File: src/rtl/utx_pkg.sv
`timescale 1ns/1ps
package utx_pkg;
   typedef enum logic [1:0] {
      MODE_PLAIN    = 2'd0,
      MODE_IDLE     = 2'd1,
      MODE_ADDRBIT  = 2'd2,
      MODE_AUTOBAUD = 2'd3
   } utx_mode_e;

   typedef enum logic [2:0] {
      ST_IDLE,
      ST_GAP,
      ST_BRK,
      ST_DELIM,
      ST_FRAME
   } utx_state_e;
endpackage

File: src/rtl/utx_hold.sv
`timescale 1ns/1ps
module utx_hold #(
   parameter int DATA_W = 8
) (
   input  logic              clk,
   input  logic              rst_n,
   input  logic              wr_en,
   input  logic [DATA_W-1:0] wr_data,
   input  logic              set_addr,
   input  logic              set_brk,
   input  logic              launch,
   output logic              buf_empty,
   output logic [DATA_W-1:0] data_q,
   output logic              addr_pend,
   output logic              brk_pend
);
   logic accept;
   assign accept = wr_en && buf_empty;

   always_ff @(posedge clk or negedge rst_n) begin
      if (!rst_n) begin
         buf_empty <= 1'b1;
         data_q    <= '0;
         addr_pend <= 1'b0;
         brk_pend  <= 1'b0;
      end else begin
         if (accept) begin
            buf_empty <= 1'b0;
            data_q    <= wr_data;
         end else if (launch) begin
            buf_empty <= 1'b1;
         end
         // a set pulse in the launch cycle belongs to the following frame
         if (set_addr)    addr_pend <= 1'b1;
         else if (launch) addr_pend <= 1'b0;
         if (set_brk)     brk_pend  <= 1'b1;
         else if (launch) brk_pend  <= 1'b0;
      end
   end

   assert_wr_fills_R8: assert property (@(posedge clk) disable iff (!rst_n)
      wr_en && buf_empty |=> !buf_empty);
   assert_full_keeps_R8: assert property (@(posedge clk) disable iff (!rst_n)
      !buf_empty && !launch |=> $stable(data_q) && !buf_empty);
   assert_brk_clears_R7: assert property (@(posedge clk) disable iff (!rst_n)
      launch && !set_brk |=> !brk_pend);
   assert_addr_clears_R7: assert property (@(posedge clk) disable iff (!rst_n)
      launch && !set_addr |=> !addr_pend);
endmodule

File: src/rtl/utx_fmt.sv
`timescale 1ns/1ps
module utx_fmt
   import utx_pkg::*;
#(
   parameter  int DATA_W      = 8,
   parameter  bit PAR_SUPPORT = 1'b1,
   localparam int FR_W        = DATA_W + 5,
   localparam int LEN_W       = $clog2(FR_W + 1)
) (
   input  logic [DATA_W-1:0] data,
   input  logic              addr,
   input  logic              par_en,
   input  logic              par_even,
   input  logic              msb_first,
   input  logic              seven_bit,
   input  logic              two_stop,
   input  utx_mode_e         mode,
   output logic [FR_W-1:0]   frame,
   output logic [LEN_W-1:0]  len
);
   logic [DATA_W-1:0] mask;
   logic [DATA_W-1:0] ordered;
   logic              mark_on;
   logic              par_used;
   logic              par_bit;
   int                dlen;

   assign mark_on = (mode == MODE_ADDRBIT);
   assign dlen    = seven_bit ? DATA_W - 1 : DATA_W;

   always_comb begin
      for (int i = 0; i < DATA_W; i++) begin
         int idx;
         idx        = (i < dlen) ? dlen - 1 - i : 0;
         mask[i]    = (i < dlen);
         ordered[i] = msb_first ? ((i < dlen) && data[idx]) : data[i];
      end
   end

   generate
      if (PAR_SUPPORT) begin : g_par
         logic ones_odd;
         assign ones_odd = (^(data & mask)) ^ (mark_on & addr);
         assign par_bit  = par_even ? ones_odd : ~ones_odd;
         assign par_used = par_en;
      end else begin : g_nopar
         assign par_bit  = 1'b0;
         assign par_used = 1'b0;
      end
   endgenerate

   always_comb begin
      int pos;
      frame    = '1;
      frame[0] = 1'b0;
      pos      = 1;
      for (int i = 0; i < DATA_W; i++) begin
         if (i < dlen) begin
            frame[pos] = ordered[i];
            pos++;
         end
      end
      if (mark_on) begin
         frame[pos] = addr;
         pos++;
      end
      if (par_used) begin
         frame[pos] = par_bit;
         pos++;
      end
      pos = pos + (two_stop ? 2 : 1);
      len = LEN_W'(pos);
   end
endmodule

File: src/rtl/utx_seq.sv
`timescale 1ns/1ps
module utx_seq
   import utx_pkg::*;
#(
   parameter int FR_W     = 13,
   parameter int LEN_W    = 4,
   parameter int CNT_W    = 4,
   parameter int BRK_BITS = 13,
   parameter int GAP_BITS = 11
) (
   input  logic             clk,
   input  logic             rst_n,
   input  logic             bit_tick,
   input  logic             full,
   input  logic             addr_pend,
   input  logic             brk_pend,
   input  utx_mode_e        mode,
   input  logic [1:0]       delim,
   input  logic [FR_W-1:0]  frame,
   input  logic [LEN_W-1:0] flen_in,
   output logic             launch,
   output logic             txd,
   output logic             busy
);
   utx_state_e       st, st_n;
   logic [CNT_W-1:0] cnt, cnt_n;
   logic [FR_W-1:0]  sr, sr_n;
   logic [LEN_W-1:0] flen, flen_n;
   logic             tail, tail_n;
   logic             finish;

   always_comb begin
      st_n   = st;
      cnt_n  = cnt;
      sr_n   = sr;
      flen_n = flen;
      tail_n = tail;
      launch = 1'b0;
      finish = 1'b0;
      if (bit_tick) begin
         unique case (st)
            ST_IDLE: finish = 1'b1;
            ST_GAP: begin
               if (cnt == '0) begin
                  st_n  = ST_FRAME;
                  cnt_n = CNT_W'(flen - 1'b1);
               end else cnt_n = cnt - 1'b1;
            end
            ST_BRK: begin
               if (cnt == '0) begin
                  st_n  = ST_DELIM;
                  cnt_n = tail ? CNT_W'(delim) : '0;
               end else cnt_n = cnt - 1'b1;
            end
            ST_DELIM: begin
               if (cnt != '0) cnt_n = cnt - 1'b1;
               else if (tail) begin
                  st_n  = ST_FRAME;
                  cnt_n = CNT_W'(flen - 1'b1);
               end else finish = 1'b1;
            end
            ST_FRAME: begin
               sr_n = {1'b1, sr[FR_W-1:1]};
               if (cnt == '0) finish = 1'b1;
               else cnt_n = cnt - 1'b1;
            end
            default: st_n = ST_IDLE;
         endcase
         if (finish) begin
            st_n = ST_IDLE;
            if (full) begin
               launch = 1'b1;
               sr_n   = frame;
               flen_n = flen_in;
               tail_n = 1'b0;
               if (brk_pend) begin
                  st_n   = ST_BRK;
                  cnt_n  = CNT_W'(BRK_BITS - 1);
                  tail_n = (mode == MODE_AUTOBAUD);
               end else if (addr_pend && mode == MODE_IDLE) begin
                  st_n  = ST_GAP;
                  cnt_n = CNT_W'(GAP_BITS - 1);
               end else begin
                  st_n  = ST_FRAME;
                  cnt_n = CNT_W'(flen_in - 1'b1);
               end
            end
         end
      end
   end

   always_ff @(posedge clk or negedge rst_n) begin
      if (!rst_n) begin
         st   <= ST_IDLE;
         cnt  <= '0;
         sr   <= '1;
         flen <= '0;
         tail <= 1'b0;
      end else begin
         st   <= st_n;
         cnt  <= cnt_n;
         sr   <= sr_n;
         flen <= flen_n;
         tail <= tail_n;
      end
   end

   assign txd  = (st == ST_BRK) ? 1'b0 : ((st == ST_FRAME) ? sr[0] : 1'b1);
   assign busy = (st != ST_IDLE);

   assert_tick_paced_R9: assert property (@(posedge clk) disable iff (!rst_n)
      !bit_tick |=> $stable(txd));
   assert_brk_release_R5: assert property (@(posedge clk) disable iff (!rst_n)
      st == ST_BRK && bit_tick && cnt == '0 |=> txd && busy);
   assert_cnt_in_frame_R1: assert property (@(posedge clk) disable iff (!rst_n)
      st == ST_FRAME |-> cnt < CNT_W'(flen));
   assert_launch_start_R9: assert property (@(posedge clk) disable iff (!rst_n)
      launch && !brk_pend && !(addr_pend && mode == MODE_IDLE) |=> !txd && busy);
endmodule

File: src/rtl/uart_tx_core.sv
`timescale 1ns/1ps
module uart_tx_core
   import utx_pkg::*;
#(
   parameter int DATA_W      = 8,
   parameter int BRK_BITS    = 13,
   parameter int GAP_BITS    = 11,
   parameter bit PAR_SUPPORT = 1'b1
) (
   input  logic              clk,
   input  logic              rst_n,
   input  logic              bit_tick,
   input  logic              wr_en,
   input  logic [DATA_W-1:0] wr_data,
   input  logic              set_addr,
   input  logic              set_brk,
   input  logic              par_en,
   input  logic              par_even,
   input  logic              msb_first,
   input  logic              seven_bit,
   input  logic              two_stop,
   input  logic [1:0]        mode,
   input  logic [1:0]        delim,
   output logic              txd,
   output logic              buf_empty,
   output logic              busy,
   output logic              addr_pend,
   output logic              brk_pend
);
   localparam int FR_W   = DATA_W + 5;
   localparam int LEN_W  = $clog2(FR_W + 1);
   localparam int MAX_A  = (BRK_BITS > GAP_BITS) ? BRK_BITS : GAP_BITS;
   localparam int MAX_PH = (MAX_A > FR_W) ? MAX_A : FR_W;
   localparam int CNT_W  = $clog2(MAX_PH + 1);

   generate
      if (DATA_W < 6 || DATA_W > 9) begin : g_bad_width
         $error("uart_tx_core: DATA_W must lie in 6..9");
      end
      if (BRK_BITS < 2 || GAP_BITS < 1) begin : g_bad_len
         $error("uart_tx_core: BRK_BITS >= 2 and GAP_BITS >= 1 required");
      end
   endgenerate

   utx_mode_e         mode_e;
   logic [DATA_W-1:0] data_q;
   logic [FR_W-1:0]   frame;
   logic [LEN_W-1:0]  flen;
   logic              launch;

   assign mode_e = utx_mode_e'(mode);

   utx_hold #(.DATA_W(DATA_W)) u_hold (
      .clk(clk), .rst_n(rst_n), .wr_en(wr_en), .wr_data(wr_data),
      .set_addr(set_addr), .set_brk(set_brk), .launch(launch),
      .buf_empty(buf_empty), .data_q(data_q),
      .addr_pend(addr_pend), .brk_pend(brk_pend)
   );

   utx_fmt #(.DATA_W(DATA_W), .PAR_SUPPORT(PAR_SUPPORT)) u_fmt (
      .data(data_q), .addr(addr_pend), .par_en(par_en), .par_even(par_even),
      .msb_first(msb_first), .seven_bit(seven_bit), .two_stop(two_stop),
      .mode(mode_e), .frame(frame), .len(flen)
   );

   utx_seq #(
      .FR_W(FR_W), .LEN_W(LEN_W), .CNT_W(CNT_W),
      .BRK_BITS(BRK_BITS), .GAP_BITS(GAP_BITS)
   ) u_seq (
      .clk(clk), .rst_n(rst_n), .bit_tick(bit_tick), .full(!buf_empty),
      .addr_pend(addr_pend), .brk_pend(brk_pend), .mode(mode_e), .delim(delim),
      .frame(frame), .flen_in(flen), .launch(launch), .txd(txd), .busy(busy)
   );

   assert_idle_clean_R10: assert property (@(posedge clk) disable iff (!rst_n)
      !busy && buf_empty |=> !busy);
endmodule

File: config.mk
export PLATFORM = sky130hd
export DESIGN_NAME = uart_tx_core
export DESIGN_NICKNAME = d
export VERILOG_FILES = /design/src/rtl/utx_pkg.sv /design/src/rtl/utx_hold.sv /design/src/rtl/utx_fmt.sv /design/src/rtl/utx_seq.sv /design/src/rtl/uart_tx_core.sv
export SDC_FILE = /design/constraint.sdc
export NUM_CORES = 1
export LEC_CHECK = 0
export ABC_AREA = 1
export BUFFER_PORTS_ARGS = -buffer_cell sky130_fd_sc_hd__buf_2
export CORE_ASPECT_RATIO = 2
export CORE_MARGIN = 8
export CORE_UTILIZATION = 50
export CTS_BUF_LIST = sky130_fd_sc_hd__clkbuf_8
export DETAILED_ROUTE_END_ITERATION = 6
export PLACE_DENSITY = 0.79
export SLEW_MARGIN = 15
export SYNTH_ARGS = -nofsm -noshare
export SYNTH_HDL_FRONTEND = slang
export SYNTH_SLANG_ARGS = --single-unit
export TNS_END_PERCENT = 1
File: constraint.sdc
create_clock -name clk -period 2.2 [get_ports clk]
set_input_delay 0.22 -clock clk [delete_from_list [all_inputs] [get_ports clk]]
set_output_delay 0.22 -clock clk [all_outputs]
set_load 0.005 [all_outputs]
Yosys cells after proc, flatten, opt, wreduce, memory -nomap -nowiden. Index checks and enable logic that the tools add are counted.

Add/subtract/negate cells: 21. $lt $le $gt $ge: 34. Eq/ne operators: 12. Multiplexer cells: 129. Bitwise gates (word level): 5. Reduce and logical (&&, ||, !) cells: 30.

Operators by type and width (count): 32-bit two-way mux (16); 32-bit by 1-bit greater-or-equal comparator with 1-bit output (second input constant) (8); 32-bit by 5-bit < comparator with 1-bit output (second input constant) (8); 32-bit by 6-bit < comparator with 1-bit output (second input constant) (8); 32-bit by 2-bit adder with 32-bit output (second input constant) (7); 13-bit two-way mux (12); 4-bit by 32-bit < comparator with 1-bit output (first input constant) (4); 32-bit by 4-bit subtractor with 32-bit output (second input constant) (4); 13-bit bitwise mux (9); 3-bit by 32-bit < comparator with 1-bit output (first input constant) (2); 32-bit by 2-bit subtractor with 32-bit output (second input constant) (2); 32-bit by 3-bit subtractor with 32-bit output (second input constant) (2); 1-bit two-way mux (50); 4-bit two-way mux (11); 1-bit demux with 4-bit select (9); 1-bit by 32-bit < comparator with 1-bit output (first input constant) (1); 2-bit by 32-bit < comparator with 1-bit output (first input constant) (1); 1-bit binary-select mux with 3-bit select (8); 3-bit two-way mux (8); 1-bit logical AND (19); 4-bit case mux with 4 select lines (1); 3-bit case mux with 4 select lines (1); 4-bit by 1-bit subtractor with 4-bit output (second input constant) (3); 3-bit by 1-bit != test with 1-bit output (second input constant) (3); other kinds (27) (34).

Register bits: 36. Input port bits: 23. Output and inout port bits: 5. Logic and storage cells: 240.

Logic depth before layout (Yosys ltp). Gate-level depths: netlist of run 1.

Depth in word-level cells: 29. Gate-level depth with buffers: 17. Mapped depth without buffers: 17.

Modules after synthesis. From an unflattened synthesis of run 1, not the netlist that was laid out.

Cell total of the unflattened synthesis: 424. Area, all modules: 2832.7 µm².

By module, submodules not included: utx_seq (instances 1, cells an instance 270, area an instance 1814.2 µm²); utx_fmt (instances 1, cells an instance 108, area an instance 559.3 µm²); utx_hold (instances 1, cells an instance 45, area an instance 455.4 µm²); uart_tx_core (instances 1, cells an instance 1, area an instance 3.8 µm²).

Worst setup path after synthesis of run 1. No wires, ideal clock.

Kind: input to register. Start point: in mode[0]. End point: reg u_seq.cnt[1]. Library setup time: 0.117 ns. Arrival time: 2.114 ns. Data required time: 2.083 ns. Setup slack: -0.031 ns. Stages: 15. Path buffers: 0. Path through: inv_1 nand2_1 ha_1 nand2_1 inv_1 nor2_1 ha_1 inv_1 fa_1 ha_1 a21oi_1 o21ai_0 inv_1 nand2_1 nand2_1.

Cells in the longest elaborated chain, start to end: 10.

RTL lines: from (decl) (line uart_tx_core.sv:22) `input logic [1:0] mode,`; 2-bit equality test (line utx_fmt.sv:28) `assign mark_on = (mode == MODE_ADDRBIT);`; 32-bit two-way mux (line utx_fmt.sv:63) `if (mark_on) begin`; 4-bit by 2-bit adder with 4-bit output (line utx_fmt.sv:69) `pos++;`; 4-bit two-way mux (line utx_fmt.sv:67) `if (par_used) begin`; 4-bit adder (line utx_fmt.sv:71) `pos = pos + (two_stop ? 2 : 1);`; 4-bit by 1-bit subtractor with 4-bit output (line utx_seq.sv:85) `cnt_n = CNT_W'(flen_in - 1'b1);`; 4-bit two-way mux * (line utx_seq.sv:80) `end else if (addr_pend && mode == MODE_IDLE) begin`; 4-bit two-way mux * (line utx_seq.sv:76) `if (brk_pend) begin`; 4-bit two-way mux * (line utx_seq.sv:71) `if (full) begin`; 4-bit two-way mux * (line utx_seq.sv:69) `if (finish) begin`; to (signal assigned) (line utx_seq.sv:101) `cnt <= cnt_n;`; to (decl) (line utx_seq.sv:26) `logic [CNT_W-1:0] cnt, cnt_n;`.

Every way passes the cells marked *; elsewhere a longest branch is shown, timed or not. A chain may end at the register's enable or synchronous reset.

Worst setup path in the final report of run 1. Ends and elaborated chain as after synthesis.

==> qor.csv, run 1 <==
stage,metric,value,unit
status,status,completed,
timing,Slew Limit Headroom,0.457,
placement,GPL Wtd Cong,0.918,
synthesis,post-synthesis sequential area ratio,0.331,
detailed_routing,met1 wire length,2660,µm
die,Die W,68.7,µm
global_routing,largest net degree at the start of global routing,37,
min_path,HP Class,in -> async,
synthesis,most common library cells after synthesis,"nand2_1, inv_1, nor2_1",
clocking,clock root cell,clkbuf_8,
synthesis,Yosys warning count,0,
detailed_routing,Routed met3 length,247,µm
global_routing,vias in the first global route,2874,
cells_and_area,layout cells sized above 1,0.195,
setup_path,Setup crit end kind,flip-flop,
timing,Highest Clock Rate,494,MHz
synthesis,multiplexer share of the synthesized area,0,
pwr,P per Cell Area,1360,nW/µm²
synthesis,number of enable flip-flop cells after synthesis,0,
synthesis,syn_area_per_cell,6.44,µm²
cells_and_area,"Core Util, Final",0.590,
setup_path,crit-path max FO,3,
die,num ports,28,
synthesis,Syn Nets,462,
synthesis,"flops & latches, synth",36,
setup_path,Crit Path Category,in -> reg,
global_routing,first-pass GRT wire length,12600,µm
detailed_routing,vias per cell,5.56,
pwr,static leakage,1.69,nW
timing,Tightest Pin Transition,0.815,ns
synthesis,Synth area leaders,"dfrtp_1, nand2_1, dfstp_2",
pwr,overall power,4.32,mW
synthesis,top-count cell post-synth,nand2_1,
clocking,clk sinks,36,
detailed_routing,post-route DRC violation count,0,
synthesis,Post-Synthesis Cells,431,
cells_and_area,nets@finish,502,
clocking,clock-pin slew on the worst setup and hold paths,0.08,ns
placement,number of buffers inserted by port buffering,27,
clocking,Num CTS Buffers,5,
synthesis,Syn Std Cell Area,2780,µm²
timing,Final Slew Violations,0,
die,starting density of the core,0.517,
synthesis,Synth Area in Adders,0.0388,
cells_and_area,Syn-to-layout area delta,14.2,%
die,Rows,38,
detailed_routing,met2 WL,4330,µm
synthesis,Netlist cell types,35,
die,die area,8340,µm²
cells_and_area,ANT cells,0,
synthesis,simple-gate share of the synthesized area,0.351,
timing,Setup Skew,0.0133,ns
clocking,clock insertion delay at the later pin of the skew report,0.30,ns
clocking,CTS max path bufs,2,
detailed_routing,1st-iter DRT viols,113,
setup_path,CP required,2.45,ns
clocking,H-tree depth,2,
detailed_routing,top layer in use,met4,
timing,"Setup violations, final",0,
detailed_routing,Antenna Violating Nets Remaining,0,
setup_path,critical path arrival,2.27,ns
die,Die Span Y,121,µm
global_routing,GRT overflow,0,
placement,dpl hpwl,6000,µm
global_routing,initial antenna violation count,0,
synthesis,Synth area leader,dfrtp_1,
synthesis,top-area cell type share of the netlist area,0.198,
timing,minimum hold slack,0.00385,ns
synthesis,post-synthesis xor/xnor area fraction,0.00947,
synthesis,Compound-Gate Fraction of Synth Area,0.159,
detailed_routing,DRT Pass-1 Iters,6,
placement,placed instance area,3070,µm²
global_routing,Total Routing Usage GR,0.198,
cells_and_area,post-route cell area,3170,µm²
pwr,peak supply drop,0.000846,V
synthesis,"Top FF cell, synth",dfrtp_1,
timing,"Hold Vio Cnt, Final",0,
setup_path,CP startpoint kind,input pin,
synthesis,Async SR Flop Fraction,1.00,
timing,period utilisation layout,0.919,
detailed_routing,routed len/inst,14.5,µm
detailed_routing,Total Wirelength,7700,µm
timing,Final min period,2.02,ns
detailed_routing,via count,2958,
die,Core Region,5370,µm²
clocking,CTS tree,built,
run,Max Cap Viol,0,
synthesis,largest family of logic cells by synthesized area,simple AND/OR/NAND/NOR gates,
cells_and_area,fillers,542,
-- worst max-delay path, cell delays in order --
cell and delay [ns]:
buf_2 0.12, inv_4 0.06, nand2_4 0.05, ha_4 0.24, nand2_2 0.06, inv_2 0.04
nor2_2 0.09, ha_2 0.19, inv_2 0.04, fa_2 0.55, ha_2 0.27, a21oi_1 0.13
o21ai_1 0.07, inv_1 0.05, nand2_1 0.04, nand2_1 0.05
-- sequential cells by signal, indices dropped and copies added, names as in the netlist --
name              count
u_hold.addr_pend      1
u_hold.brk_pend       1
u_hold.buf_empty      1
u_hold.data_q         8
u_seq.cnt             4
u_seq.flen            4
u_seq.sr             13
u_seq.st              3
u_seq.tail            1
-- stage by stage --
stage	setup WS, ns	setup TNS [ns]	cells
6_report	0.177	0	532
5_1_grt	-0.0176	-0.0176	532
4_1_cts	0.104	0	531
3_5_place_dp	-0.214	-0.600	523
3_3_place_gp	-0.181	-0.479	523
2_1_floorplan	0.0102	0	431
-- report_power, final --
part / internal (mW) / switching [mW]
logic: 0.898 / 1.60
clock network: 0.213 / 0.248
registers: 1.05 / 0.309
-- layer usage --
layer | vias to the layer above | track usage
li1 | 1456 | -
met1 | 1385 | 0.179
met2 | 86 | 0.374
met3 | 31 | 0.0324
met4 | 0 | 0.123
met5 | - | 0
-- layout make-up --
cell class	count	area, µm²	share of cell area
well taps	60	75.1	0.0237
repair buffers	44	263	0.0829
flip-flops and latches	36	918	0.290
clock inverters	3	12.5	0.00395
inverters	65	246	0.0778
multi-input cells	319	1590	0.500
clock buffers	5	68.8	0.0217
-- cell families after synthesis --
logic type,Yosys count
and+or+nand+nor,231
AOI/OAI and AO/OA,77
buffers and inverters,76
DFF,36
adders and majority gates,8
xor gates and xnor gates,3
-- path summary, 6_finish.rpt --
| path | from | to | slack [ns] | cells past startpoint |
|---|---|---|---|---|
| min reg2reg | u_seq.sr[8]$_DFFE_PN1P_ | u_seq.sr[8]$_DFFE_PN1P_ | 0.48 | 2 |
| min in group clk | wr_en | u_hold.buf_empty$_DFFE_PN1P_ | 0.09 | 2 |
| min | rst_n | u_hold.addr_pend$_DFFE_PN0P_ | 0.004 | 1 |
| max | mode[0] | u_seq.cnt[1]$_DFFE_PN0P_ | 0.18 | 16 |
| max reg2reg | u_seq.cnt[1]$_DFFE_PN0P_ | u_seq.st[0]$_DFFE_PN0P_ | 0.42 | 10 |
| max in group asynchronous | rst_n | u_hold.data_q[6]$_DFFE_PN0P_ | 1.67 | 1 |
-- timing repair --
item,CTS,global route
setup buffers,0,1
setup endpoints to repair,0,3
gates resized for setup,0,3
hold buffers,0,0
-- layout by cell type, fill, tap and decap left out, types with 4 or more instances in the layout --
cell type  Yosys  layout
a21oi_1       12      12
buf_2          2      27
buf_4          1      17
clkbuf_8       0       5
dfrtp_1       22      22
dfstp_2       14      14
ha_1           7       4
inv_1         61      60
inv_2          2       4
nand2_1      131     129
nand2_2        3       4
nand3_1       28      28
nor2_1        49      47
nor2_2         4       6
nor3_1         6       6
o21ai_0       35      34
o21ai_1        6       7
o22ai_1       11      11
(Power assumes the default switching activity.)
==> inputs of run 2 (changes only) <==
CORE_UTILIZATION = 55   (was 50)
CTS_CLUSTER_SIZE = 10   (was unset)
PLACE_DENSITY = 0.85   (was 0.79)
SLEW_MARGIN = 40   (was 15)
==> qor.csv, run 2 (synthesized netlist as in run 1, its figures left out) <==
stage,metric,value,unit
detailed_routing,Total Wirelength,7280,µm
setup_path,Crit Path Category,in -> reg,
timing,Slew Limit Headroom,0.585,
detailed_routing,1st-iter DRT viols,147,
setup_path,critical path arrival,2.33,ns
clocking,clock insertion delay at the later pin of the skew report,0.29,ns
placement,number of buffers inserted by port buffering,27,
clocking,clock root cell,clkbuf_8,
cells_and_area,Biggest register,u_seq.sr,
global_routing,first-pass GRT wire length,12300,µm
setup_path,CP bufs+invs,5,
setup_path,CP required,2.43,ns
setup_path,delay of the slowest critical-path stage,0.53,ns
die,Core Region,4860,µm²
cells_and_area,ANT cells,0,
clocking,clk sinks,36,
timing,final setup TNS,0,ns
setup_path,Setup crit end kind,flip-flop,
pwr,static leakage,1.68,nW
detailed_routing,vias per cell,5.50,
setup_path,R2R setup slack,0.38,ns
clocking,Num CTS Buffers,5,
detailed_routing,post-route DRC violation count,0,
timing,Final min period,2.10,ns
placement,DP Cell Count,517,
timing,"Hold Vio Cnt, Final",0,
die,num ports,28,
cells_and_area,Syn-to-layout area delta,13.9,%
timing,Setup Skew,0.00737,ns
setup_path,Worst path slowest cell,fa_1,
clocking,post-CTS setup buffer count,0,
run,Max Cap Viol,0,
global_routing,largest net degree at the start of global routing,37,
timing,Final Slew Violations,0,
clocking,CTS max path bufs,2,
cells_and_area,Non-Filler Instances,526,
clocking,clock-pin slew on the worst setup and hold paths,0.08,ns
cells_and_area,max reg flops,13,
cells_and_area,largest registers,"u_seq.sr: 13 flops, u_hold.data_q: 8 flops",
timing,period utilisation layout,0.952,
detailed_routing,routed len/inst,13.8,µm
die,Die Span Y,116,µm
placement,dpl hpwl,5700,µm
min_path,HP Class,in -> reg,
setup_path,crit path from,mode[0],
global_routing,Total Routing Usage GR,0.203,
die,Die W,66.2,µm
die,starting density of the core,0.570,
die,die area,7710,µm²
global_routing,initial antenna violation count,0,
timing,unrepaired setup endpoints after global routing,false,
placement,GPL Wtd Cong,0.984,
cells_and_area,layout cells sized above 1,0.190,
detailed_routing,Antenna Violating Nets Remaining,0,
clocking,H-tree depth,2,
status,status,completed,
setup_path,CP startpoint kind,input pin,
cells_and_area,"Core Util, Final",0.650,
setup_path,CP top delay family,adder cells,
global_routing,vias in the first global route,2870,
pwr,overall power,4.28,mW
pwr,peak supply drop,0.000977,V
min_path,hold_sp,wr_en,
timing,"Setup violations, final",0,
timing,Highest Clock Rate,477,MHz
cells_and_area,"commonest non-fill, non-tap cell in the layout",nand2_1,
detailed_routing,DRT Pass-1 Iters,4,
setup_path,crit-path max FO,3,
setup_path,CP Cell Sequence,buf_2 -> inv_4 -> nand2_4 -> ha_4 -> nand2_2 -> inv_2 -> nor2_1 -> ha_2 -> inv_2 -> fa_1 -> ha_2 -> a21oi_1 -> o21ai_1 -> inv_1 -> nand2_1 -> nand2_1,
cells_and_area,most frequent cells in the layout,"nand2_1, inv_1, nor2_1, o21ai_0, nand3_1",
cells_and_area,nets@finish,499,
global_routing,GRT overflow,0,
cells_and_area,fillers,437,
die,Rows,36,
pwr,P per Cell Area,1350,nW/µm²
timing,Tightest Pin Transition,0.617,ns
setup_path,Critical R2R Launch,u_seq.cnt[1]$_DFFE_PN0P_,
detailed_routing,via count,2891,
clocking,CTS tree,built,
timing,minimum hold slack,0.116,ns
==> run 2: cell types whose count changed in the layout (fill, tap and decap cells not counted), sizes merged <==
cell and change:
inv -2, dlygate4sd3 +1, clkinv +1, buf -4
clkbuf +1
==> run 2: final timing paths <==
kind / end / cells past startpoint
max: u_seq.cnt[1]$_DFFE_PN0P_ / 16
min: u_hold.buf_empty$_DFFE_PN1P_ / 2
max reg2reg: u_seq.tail$_DFFE_PN0P_ / 10
min reg2reg: u_seq.sr[11]$_DFFE_PN1P_ / 2
max in group asynchronous: u_seq.sr[2]$_DFFE_PN1P_ / 2
min in group asynchronous: u_hold.data_q[0]$_DFFE_PN0P_ / 2
==> run 2: repair_timing <==
action / CTS / global route
setup endpoints to repair: 0 / 3
endpoints found under the hold margin: 0 / 22
resized for setup: 0 / 3
hold buffers: 0 / 1
==> run 2: metrics by stage <==
step	area, µm²	worst slack [ns]
after global routing	3160	0.00253
after CTS	3140	0.0516
after detailed placement	3050	-0.252
final	3160	0.105
after global placement	3050	-0.170
after floorplan	2810	0.0102
==> run 2: area by class of cell <==
| class | instances | area [µm²] | area share |
|---|---|---|---|
| clock buffer | 6 | 82.6 | 0.0261 |
| tap | 57 | 71.3 | 0.0226 |
| sequential | 36 | 918 | 0.290 |
| multi-input combinational | 319 | 1590 | 0.502 |
| timing repair buffer | 41 | 245 | 0.0776 |
| inverter | 65 | 246 | 0.0780 |
| clock inverter | 2 | 10.0 | 0.00317 |
==> run 2: metal layers <==
metal  share of wire  track usage
met4           0.066        0.164
met2            0.55        0.381
met3           0.032       0.0336
met1            0.35        0.178
met5               0            0
==> run 2: where the power goes <==
part | internal (mW) | switching, mW | leakage [nW]
Combinational | 0.869 | 1.56 | 1.23
Sequential | 1.05 | 0.303 | 0.402
Clock | 0.250 | 0.246 | 0.0510
Total | 2.17 | 2.11 | 1.68
